### config.mk
export PLATFORM = sky130hd
export DESIGN_NAME = sar_cap_seq
export DESIGN_NICKNAME = d
export VERILOG_FILES = /design/src/rtl/sar_seq_pkg.sv /design/src/rtl/sar_phase_ctrl.sv /design/src/rtl/sar_bit_engine.sv /design/src/rtl/sar_switch_map.sv /design/src/rtl/sar_cap_seq.sv
export SDC_FILE = /design/constraint.sdc
export NUM_CORES = 1
export LEC_CHECK = 0
export BUFFER_PORTS_ARGS = -buffer_cell sky130_fd_sc_hd__buf_2
export CORE_MARGIN = 2
export CORE_UTILIZATION = 35
export CTS_CLUSTER_DIAMETER = 60
export DETAILED_ROUTE_END_ITERATION = 8
export PLACE_DENSITY = 0.53
export SLEW_MARGIN = 20
export SYNTH_ARGS = -nofsm -noshare
export SYNTH_HDL_FRONTEND = slang
export SYNTH_HIERARCHICAL = 1
export SYNTH_SLANG_ARGS = --single-unit
export TNS_END_PERCENT = 1
### constraint.sdc
create_clock -name clk -period 2.95 [get_ports clk]
set_input_delay 0.59 -clock clk [delete_from_list [all_inputs] [get_ports clk]]
set_output_delay 0.59 -clock clk [all_outputs]
set_load 0.005 [all_outputs]
### src/rtl/sar_seq_pkg.sv
package sar_seq_pkg;

    typedef enum logic [2:0] {
        PH_IDLE,
        PH_DISCH,
        PH_SAMPLE,
        PH_HOLD,
        PH_CONV
    } phase_e;

    typedef enum logic [1:0] {
        SW_GND = 2'd0,
        SW_IN  = 2'd1,
        SW_REF = 2'd2
    } sw_sel_e;

endpackage

### src/rtl/sar_phase_ctrl.sv
module sar_phase_ctrl
    import sar_seq_pkg::*;
#(
    parameter int CNT_W = 8
) (
    input  logic             clk,
    input  logic             rst_n,
    input  logic             start_i,
    input  logic [CNT_W-1:0] dis_len_i,
    input  logic [CNT_W-1:0] smp_len_i,
    input  logic             conv_last_i,
    output phase_e           phase_o
);

    typedef struct packed {
        phase_e           phase;
        logic [CNT_W-1:0] cnt;
        logic [CNT_W-1:0] smp;
    } ctrl_t;

    ctrl_t r_q, r_d;

    // Remaining-cycles value for a phase of programmed length v (0 acts as 1).
    function automatic logic [CNT_W-1:0] first_count(input logic [CNT_W-1:0] v);
        return (v == '0) ? '0 : v - 1'b1;
    endfunction

    always_comb begin
        r_d = r_q;
        unique case (r_q.phase)
            PH_IDLE: begin
                if (start_i) begin
                    r_d.phase = PH_DISCH;
                    r_d.cnt   = first_count(dis_len_i);
                    r_d.smp   = first_count(smp_len_i);
                end
            end
            PH_DISCH: begin
                if (r_q.cnt == '0) begin
                    r_d.phase = PH_SAMPLE;
                    r_d.cnt   = r_q.smp;
                end else begin
                    r_d.cnt = r_q.cnt - 1'b1;
                end
            end
            PH_SAMPLE: begin
                if (r_q.cnt == '0) begin
                    r_d.phase = PH_HOLD;
                end else begin
                    r_d.cnt = r_q.cnt - 1'b1;
                end
            end
            PH_HOLD: begin
                r_d.phase = PH_CONV;
            end
            PH_CONV: begin
                if (conv_last_i) begin
                    r_d.phase = PH_IDLE;
                end
            end
            default: r_d.phase = PH_IDLE;
        endcase
    end

    always_ff @(posedge clk or negedge rst_n) begin
        if (!rst_n) begin
            r_q <= '{phase: PH_IDLE, cnt: '0, smp: '0};
        end else begin
            r_q <= r_d;
        end
    end

    assign phase_o = r_q.phase;

    // sample ends in exactly one hold cycle, which leads into conversion
    assert_sample_to_hold_R2: assert property (@(posedge clk) disable iff (!rst_n)
        (r_q.phase == PH_SAMPLE && r_q.cnt == '0) |=> (r_q.phase == PH_HOLD));
    assert_hold_single_R2: assert property (@(posedge clk) disable iff (!rst_n)
        (r_q.phase == PH_HOLD) |=> (r_q.phase == PH_CONV));
    // no fresh discharge may begin from a later phase
    assert_no_restart_R10: assert property (@(posedge clk) disable iff (!rst_n)
        (r_q.phase == PH_SAMPLE || r_q.phase == PH_HOLD || r_q.phase == PH_CONV)
        |=> (r_q.phase != PH_DISCH));

endmodule

### src/rtl/sar_bit_engine.sv
module sar_bit_engine
    import sar_seq_pkg::*;
#(
    parameter int NBITS = 8,
    parameter int IDX_W = 3
) (
    input  logic             clk,
    input  logic             rst_n,
    input  phase_e           phase_i,
    input  logic             cmp_i,
    output logic [IDX_W-1:0] step_o,
    output logic [NBITS-1:0] bits_o,
    output logic [NBITS-1:0] result_o,
    output logic             eoc_o,
    output logic             last_o
);

    localparam logic [IDX_W-1:0] TOP_IDX = IDX_W'(NBITS - 1);

    typedef struct packed {
        logic [IDX_W-1:0] step;
        logic [NBITS-1:0] bits;
        logic [NBITS-1:0] result;
        logic             eoc;
    } eng_t;

    eng_t r_q, r_d;

    always_comb begin
        r_d     = r_q;
        r_d.eoc = 1'b0;
        if (phase_i == PH_HOLD) begin
            r_d.step = TOP_IDX;
            r_d.bits = '0;
        end else if (phase_i == PH_CONV) begin
            r_d.bits[r_q.step] = cmp_i;
            if (r_q.step == '0) begin
                r_d.result = r_d.bits;
                r_d.eoc    = 1'b1;
            end else begin
                r_d.step = r_q.step - 1'b1;
            end
        end
    end

    always_ff @(posedge clk or negedge rst_n) begin
        if (!rst_n) begin
            r_q <= '{step: '0, bits: '0, result: '0, eoc: 1'b0};
        end else begin
            r_q <= r_d;
        end
    end

    assign step_o   = r_q.step;
    assign bits_o   = r_q.bits;
    assign result_o = r_q.result;
    assign eoc_o    = r_q.eoc;
    assign last_o   = (phase_i == PH_CONV) && (r_q.step == '0);

    // search starts at the top capacitor and walks down one index per cycle
    assert_msb_first_R4: assert property (@(posedge clk) disable iff (!rst_n)
        (phase_i == PH_HOLD) |=> (r_q.step == TOP_IDX));
    assert_step_down_R4: assert property (@(posedge clk) disable iff (!rst_n)
        (phase_i == PH_CONV && r_q.step != '0) |=> (r_q.step == $past(r_q.step) - 1'b1));
    // the decided bit equals the comparator value of its step
    assert_decision_R5: assert property (@(posedge clk) disable iff (!rst_n)
        (phase_i == PH_CONV) |=> (r_q.bits[$past(r_q.step)] == $past(cmp_i)));
    // completion strobe lasts one cycle
    assert_eoc_pulse_R8: assert property (@(posedge clk) disable iff (!rst_n)
        r_q.eoc |=> !r_q.eoc);
    // result only moves together with the strobe
    assert_result_stable_R11: assert property (@(posedge clk) disable iff (!rst_n)
        !r_q.eoc |-> $stable(r_q.result));

endmodule

### src/rtl/sar_switch_map.sv
module sar_switch_map
    import sar_seq_pkg::*;
#(
    parameter int NBITS = 8,
    parameter int IDX_W = 3
) (
    input  phase_e           phase_i,
    input  logic [IDX_W-1:0] step_i,
    input  logic [NBITS-1:0] bits_i,
    output logic [NBITS:0]   sw_in_o,
    output logic [NBITS:0]   sw_gnd_o,
    output logic [NBITS:0]   sw_ref_o
);

    localparam int NCAP = NBITS + 1;

    logic [1:0] sel [NCAP];

    // Weighted capacitors: test cap on reference, decided zeros stay there.
    for (genvar i = 0; i < NBITS; i++) begin : g_cap
        always_comb begin
            unique case (phase_i)
                PH_SAMPLE: sel[i] = SW_IN;
                PH_CONV: begin
                    if (step_i == IDX_W'(i)) begin
                        sel[i] = SW_REF;
                    end else if (IDX_W'(i) > step_i) begin
                        sel[i] = bits_i[i] ? SW_GND : SW_REF;
                    end else begin
                        sel[i] = SW_GND;
                    end
                end
                default: sel[i] = SW_GND;
            endcase
        end
    end

    // Spare unit capacitor: only ever on input or ground.
    always_comb begin
        sel[NBITS] = (phase_i == PH_SAMPLE) ? SW_IN : SW_GND;
    end

    for (genvar c = 0; c < NCAP; c++) begin : g_dec
        assign sw_in_o[c]  = (sel[c] == SW_IN);
        assign sw_gnd_o[c] = (sel[c] == SW_GND);
        assign sw_ref_o[c] = (sel[c] == SW_REF);
    end

endmodule

### src/rtl/sar_cap_seq.sv
module sar_cap_seq
    import sar_seq_pkg::*;
#(
    parameter int NBITS = 8,
    parameter int CNT_W = 8
) (
    input  logic             clk,
    input  logic             rst_n,
    input  logic             start_i,
    input  logic             cmp_i,
    input  logic [CNT_W-1:0] dis_len_i,
    input  logic [CNT_W-1:0] smp_len_i,
    output logic [NBITS:0]   sw_in_o,
    output logic [NBITS:0]   sw_gnd_o,
    output logic [NBITS:0]   sw_ref_o,
    output logic             discharge_o,
    output logic             hold_o,
    output logic             busy_o,
    output logic             eoc_o,
    output logic [NBITS-1:0] result_o
);

    localparam int IDX_W = (NBITS > 1) ? $clog2(NBITS) : 1;
    localparam int NCAP  = NBITS + 1;

    phase_e           phase;
    logic [IDX_W-1:0] step;
    logic [NBITS-1:0] bits;
    logic             conv_last;

    sar_phase_ctrl #(.CNT_W(CNT_W)) u_ctrl (
        .clk         (clk),
        .rst_n       (rst_n),
        .start_i     (start_i),
        .dis_len_i   (dis_len_i),
        .smp_len_i   (smp_len_i),
        .conv_last_i (conv_last),
        .phase_o     (phase)
    );

    sar_bit_engine #(.NBITS(NBITS), .IDX_W(IDX_W)) u_engine (
        .clk      (clk),
        .rst_n    (rst_n),
        .phase_i  (phase),
        .cmp_i    (cmp_i),
        .step_o   (step),
        .bits_o   (bits),
        .result_o (result_o),
        .eoc_o    (eoc_o),
        .last_o   (conv_last)
    );

    sar_switch_map #(.NBITS(NBITS), .IDX_W(IDX_W)) u_map (
        .phase_i  (phase),
        .step_i   (step),
        .bits_i   (bits),
        .sw_in_o  (sw_in_o),
        .sw_gnd_o (sw_gnd_o),
        .sw_ref_o (sw_ref_o)
    );

    assign discharge_o = (phase == PH_DISCH);
    assign hold_o      = (phase == PH_HOLD) || (phase == PH_CONV);
    assign busy_o      = (phase != PH_IDLE);

    // one switch per capacitor at all times
    for (genvar c = 0; c < NCAP; c++) begin : g_chk
        assert_cap_onehot_R3: assert property (@(posedge clk) disable iff (!rst_n)
            $countones({sw_in_o[c], sw_gnd_o[c], sw_ref_o[c]}) == 1);
    end

    // spare capacitor never reaches the reference
    assert_spare_no_ref_R6: assert property (@(posedge clk) disable iff (!rst_n)
        !sw_ref_o[NBITS]);
    assert_spare_gnd_hold_R6: assert property (@(posedge clk) disable iff (!rst_n)
        hold_o |-> sw_gnd_o[NBITS]);
    // discharge grounds the whole array
    assert_discharge_grounds_R2: assert property (@(posedge clk) disable iff (!rst_n)
        discharge_o |-> (&sw_gnd_o));
    // busy is already clear when the strobe shows
    assert_busy_clear_eoc_R9: assert property (@(posedge clk) disable iff (!rst_n)
        eoc_o |-> !busy_o);
    // idle array is fully grounded with controls low
    assert_idle_state_R1: assert property (@(posedge clk) disable iff (!rst_n)
        !busy_o |-> ((&sw_gnd_o) && !discharge_o && !hold_o));

endmodule

# Word-level counts from Yosys, hierarchy flattened
# Cells that the tools add are included.
# W data, S select, Z words.
# op_classes
add_sub_neg,4
n_lt_le_gt_ge,10
eq_ne,35
muxes,51
bitwise_logic,1
reduce_logical,25
# op_table
cell,count
$mux W2,24
$mux W8,4
$pmux W2 S2,8
$logic_not A8 Y1,3
$pmux W8 S3,1
$sub A8 B1 Y8 const B,3
$mux W20,1
$mux W19,1
$eq A2 B1 Y1 const B,9
$eq A2 B2 Y1 const B,9
$logic_not A2 Y1,9
$eq A3 B3 Y1 const B,5
$pmux W3 S5,1
$eq A3 B2 Y1 const B,4
$gt A3 B3 Y1 const A,4
$mux W3,4
$mux W11,1
$mux W9,1
$bwmux W8,1
$ne A2 B2 Y1 const B,4
$eq A3 B1 Y1 const B,2
$gt A1 B3 Y1 const A,2
$gt A2 B3 Y1 const A,2
$logic_not A3 Y1,2
14 further kinds,21
# totals
reg_bits,39
output_inout_bits,39
word_cells,133

# Logic depth before layout (Yosys ltp)
# logic_depth
word_depth,8
mapped_depth,10
depth_no_buf,7

# Modules after synthesis
# Netlist, hierarchy kept.
# by_module_without_submodules
mod,n_inst,cells_per_inst,area_per_inst_um2
sar_phase_ctrl,1,166,1406.3
sar_bit_engine,1,110,1134.8
sar_switch_map,1,38,264.0
sar_cap_seq,1,5,30.0

# Worst setup path before layout
# Ideal clock, no wire load.
# synth_path
kind,register -> register
from,register u_ctrl/r_q[8] (netlist bit)
to,register u_ctrl/r_q[9] (netlist bit)
t_arrival_ns,1.919
t_required_ns,2.824
setup_slack_ns,0.905
path_stages_with_launch,9
synth_period_minus_slack_ns,2.045
path_cell_list,dfrtp_1 > inv_1 > ha_1 > or4b_4 > or2_4 > buf_6 > o21ai_2 > a22oi_1 > o32a_1
# synth_between
elab_chain_len,3
elab_cells_between_ends,7
cone_classes,1 x add/sub; 1 x eq/ne; 3 x mux; 2 x reduce/logical
# synth_rtl
item,line_no,rtl
"start, declared",sar_phase_ctrl.sv:21,"ctrl_t r_q, r_d;"
"start signal, assigned",sar_phase_ctrl.sv:67,"r_q <= '{phase: PH_IDLE, cnt: '0, smp: '0};"
"start signal, assigned",sar_phase_ctrl.sv:69,r_q <= r_d;
$sub A8 B1 Y8 / $logic_not A8 Y1 (equally long branches),n/a,
$mux W8 (tied with other cells),sar_phase_ctrl.sv:47,if (r_q.cnt == '0) begin
$pmux W8 S3 / $reduce_and A3 Y1 (equally long branches),n/a,
# Several ways; a longest one is shown, not always the timed one. The select of a mux whose other input is x is not followed.
# A chain may end at the register's enable or synchronous reset.

# Worst setup path after layout
# layout_path
from,"register u_ctrl.r_q, in the netlist u_ctrl/phase_o[0]"
to,output port sw_gnd_o[1]
# layout_between
elab_chain_len,3
elab_cells_between_ends,4
cone_classes,2 x eq/ne; 1 x mux; 1 x reduce/logical
# layout_rtl
item,line_no,rtl
$eq A3 B3 Y1 / $eq A3 B2 Y1 (equally long branches),sar_switch_map.sv:22,unique case (phase_i)
$pmux W2 S2 *,sar_switch_map.sv:22,
$logic_not A2 Y1 *,sar_switch_map.sv:45,assign sw_gnd_o[c] = (sel[c] == SW_GND);
"end, declared",sar_cap_seq.sv:14,"output logic [NBITS:0] sw_gnd_o,"
# Mark *: on every way between the ends. The rest lies on a longest branch, timed or not.

==> impl_metrics.csv <==
group,metric,value,unit
global_route,grt_usage,15.2,%
synth,synth_simple_gate_area_share,26.5,%
synth,synth-adder-area-share,3.53,%
cells_and_area,drive_gt1_share,27.7,%
clock_tree,cts_buffers,5,
route,drt_first_pass_iters,4,
clock_tree,cts_root_buf,"clkbuf_8",
critical_path,critPathKind,"reg -> out",
cells_and_area,layout.nets,391,
pwr,ir_drop,0.272,mV
floorplan,die_h,94.0,um
job,cap_violations,0,
synth,yosysSeqAreaShare,34.4,%
route,ant_nets,0,
clock_tree,cts_resized,0,
timing,finClkSkew,0.00779,ns
outcome,status,"finished clean",
critical_path,path_cells,"buf_4 -> or4b_4 -> nor3_2 -> nor2_1 -> buf_2",
route,vias_per_cell,5.25,
critical_path,cp_max_fo,16,
global_route,antenna_found_initial,0,
synth,synth_area_leader_cell,"dfrtp_1",
clock_tree,clkSlewWorstSetupHoldPaths,0.08,ns
clock_tree,clock_path_buffers,2,
route,drc,0,
critical_path,crit_path_end_kind,"primary output",
placement,portBuffers,57,
timing,relSlewSlack,40.2,%
synth,ys_types,60,
cells_and_area,multi_input_area,0.00164,mm2
synth,async_reset_ff_share,100,%
global_route,grt_pass1_wl,10.6,mm
cells_and_area,fill_cells,796,
synth,syn_inst,319,
floorplan,start_util,36.3,%
pwr,p_per_area,668,mW/mm2
synth,synthXorXnorAreaFrac,3.71,%
floorplan,die_x,94.0,um
critical_path,cpPeakStageDelay,0.57,ns
synth,synth_fp_nets,347,
timing,period_share,86.4,%
critical_path,required,2.36,ns
critical_path,rrSetupSlack,0.67,ns
clock_tree,hold_buffers,0,
synth,synth_top_area_share,34.4,%
timing,hold_viol_final,0,
timing,worst_pin_slew,0.897,ns
critical_path,slowest_stage,"or4b_4",
timing,whs,0.419,ns
synth,ys_top_cells_by_area,"dfrtp_1 (34%), nor2_1 (4.2%), nand2_1 (3.7%)",
pwr,p_leak,1.37,nW
synth,synthFlopType,"dfrtp_1",
timing,clock.fmax,392,MHz
timing,finalCriticalPeriod,2.55,ns
critical_path,worstReg2RegStart,"u_ctrl/r_q[8]$_DFFE_PN0P_",
cells_and_area,seq_area,976,um2
critical_path,worst_ep_arrival_time,1.96,ns
synth,synthMuxAreaShare,3.93,%
cells_and_area,area_growth,14.8,%
clock_tree,cts_max_level,2,
synth,synth_seq_cells,39,
clock_tree,cts_setup_buffers,0,
route,wire_per_inst,14.1,um
clock_tree,clkSinkCount,39,
route,wl,6.55,mm
placement,gp_congestion,0.845,
floorplan,coreArea,0.00781,mm2
synth,synth.avg_cell_area,8.89,um2
floorplan,die_area,0.00884,mm2
global_route,grt_max_degree,40,
route,vias,2448,
cells_and_area,diodes,0,
synth,synth_compound_area_share,19.9,%
timing,slew_viol_final,0,
route,drtIter0Drc,106,
synth,synth_top_family_by_area,"simple AND/OR/NAND/NOR gates",
clock_tree,clk_latency,0.29,ns
critical_path,r2r-end,"u_ctrl/r_q[15]$_DFFE_PN0P_",
timing,rsz0062_at_grt,"false",
synth,synth-edff-count,0,
synth,ys_warn_count,6,
worst_hold_path,hold_class,"in -> async",
global_route,grt_overflow,0,
floorplan,io-pin-count,59,
critical_path,reg2regPathDepth,7,
floorplan,rows,32,
critical_path,start_kind,"register",
timing,setup_viol,0,
synth,netlist_area,0.00284,mm2
global_route,grt_pass1_vias,2242,
timing,fin_tns_setup,0,ns
placement,dp_hpwl,4.70,mm
clock_tree,cts_tree,"built",
==> cells in the final DEF, fill, tap and decap left out, types with 9 or more instances in the layout <==
master and instances:
buf_2 57, dfrtp_1 39, nor2_1 32, nand2_1 28, a21oi_1 20, o21ai_0 18, inv_1 12, mux2i_1 10
nand2b_1 9
==> cell families (layout without fill, tap and decap cells) <==
group | Yosys count | in the layout
buffers and inverters | 39 | 84
other | 1 | 1
muxes | 11 | 11
DFF | 39 | 39
adders and majority gates | 8 | 8
and+or+nand+nor | 127 | 127
AOI/OAI and AO/OA | 82 | 82
xor gates and xnor gates | 12 | 12
==> synth_stat cells (6+ instances only) <==
cell,number
nor3_1,6
a21oi_1,20
nand2_1,28
o21ai_0,18
a221oi_1,8
buf_4,12
ha_1,8
nor2_1,32
nand2b_1,9
buf_2,7
mux2i_1,10
inv_1,12
nand3_1,8
a21oi_2,8
dfrtp_1,39
xnor2_1,7
==> metal layers <==
metal | global-route usage [%] | part of all wire, % | vias up
met5 | 0 | 0 | -
met4 | 5.19 | 1.6 | 0
met3 | 2.65 | 4.8 | 11
met2 | 25.5 | 48 | 75
met1 | 19.7 | 45 | 1147
li1 | - | - | 1215
==> final cells by class <==
type	instances	area share (%)
Sequential cell	39	30.0
Timing Repair Buffer	64	10.4
Inverter	12	1.38
Tap cell	102	3.92
Multi-Input combinational cell	241	50.2
Clock buffer	6	2.23
Clock inverter	2	1.85
==> stage by stage <==
step	instances	utilization [%]	setup WS (ns)	power [mW]	area (um2)
6_report	466	41.7	0.400	2.17	3250
5_1_grt	466	41.7	0.285	2.35	3250
4_1_cts	466	41.7	0.387	2.19	3250
3_5_place_dp	458	40.0	0.721	1.64	3120
3_3_place_gp	458	40.0	0.709	1.63	3120
2_1_floorplan	319	-	0.905	1.43	2840
==> sequential cells by signal, indices dropped and copies added (netlist names) <==
signal / flops
u_ctrl/phase_o: 3
u_ctrl/r_q: 16
u_engine/bits_o: 8
u_engine/eoc_o: 1
u_engine/result_o: 8
u_engine/step_o: 3
==> worst max-delay path by stage <==
| stage | start | to | slack [ns] | cells after the start |
|---|---|---|---|---|
| 2_1_floorplan | u_ctrl/r_q[8]$_DFFE_PN0P_ | u_ctrl/r_q[9]$_DFFE_PN0P_ | 0.90 | 8 |
| 4_1_cts | u_ctrl/phase_o[0]$_DFFE_PN0P_ | sw_gnd_o[1] | 0.39 | 5 |
| 5_1_grt | u_ctrl/phase_o[0]$_DFFE_PN0P_ | sw_gnd_o[1] | 0.29 | 5 |
| 6_report | u_ctrl/phase_o[0]$_DFFE_PN0P_ | sw_gnd_o[1] | 0.40 | 5 |
| 3_3_place_gp | u_ctrl/phase_o[0]$_DFFE_PN0P_ | sw_gnd_o[1] | 0.71 | 5 |
| 3_5_place_dp | u_ctrl/phase_o[0]$_DFFE_PN0P_ | sw_gnd_o[1] | 0.72 | 5 |
==> report_power, final <==
group | total, mW | internal [mW] | switching, mW | leakage [nW]
Combinational | 0.846 | 0.396 | 0.450 | 0.845
Clock | 0.535 | 0.338 | 0.197 | 0.0654
Sequential | 0.794 | 0.669 | 0.125 | 0.455
==> worst max-delay path: cells and delay by family, from the launching register on <==
family / cells / cell delay, ns
AND/OR/NAND/NOR: 3 / 0.82
flip-flops: 1 / 0.49
buffers and inverters: 2 / 0.36
No activity file was read; power rests on OpenSTA's default activity.
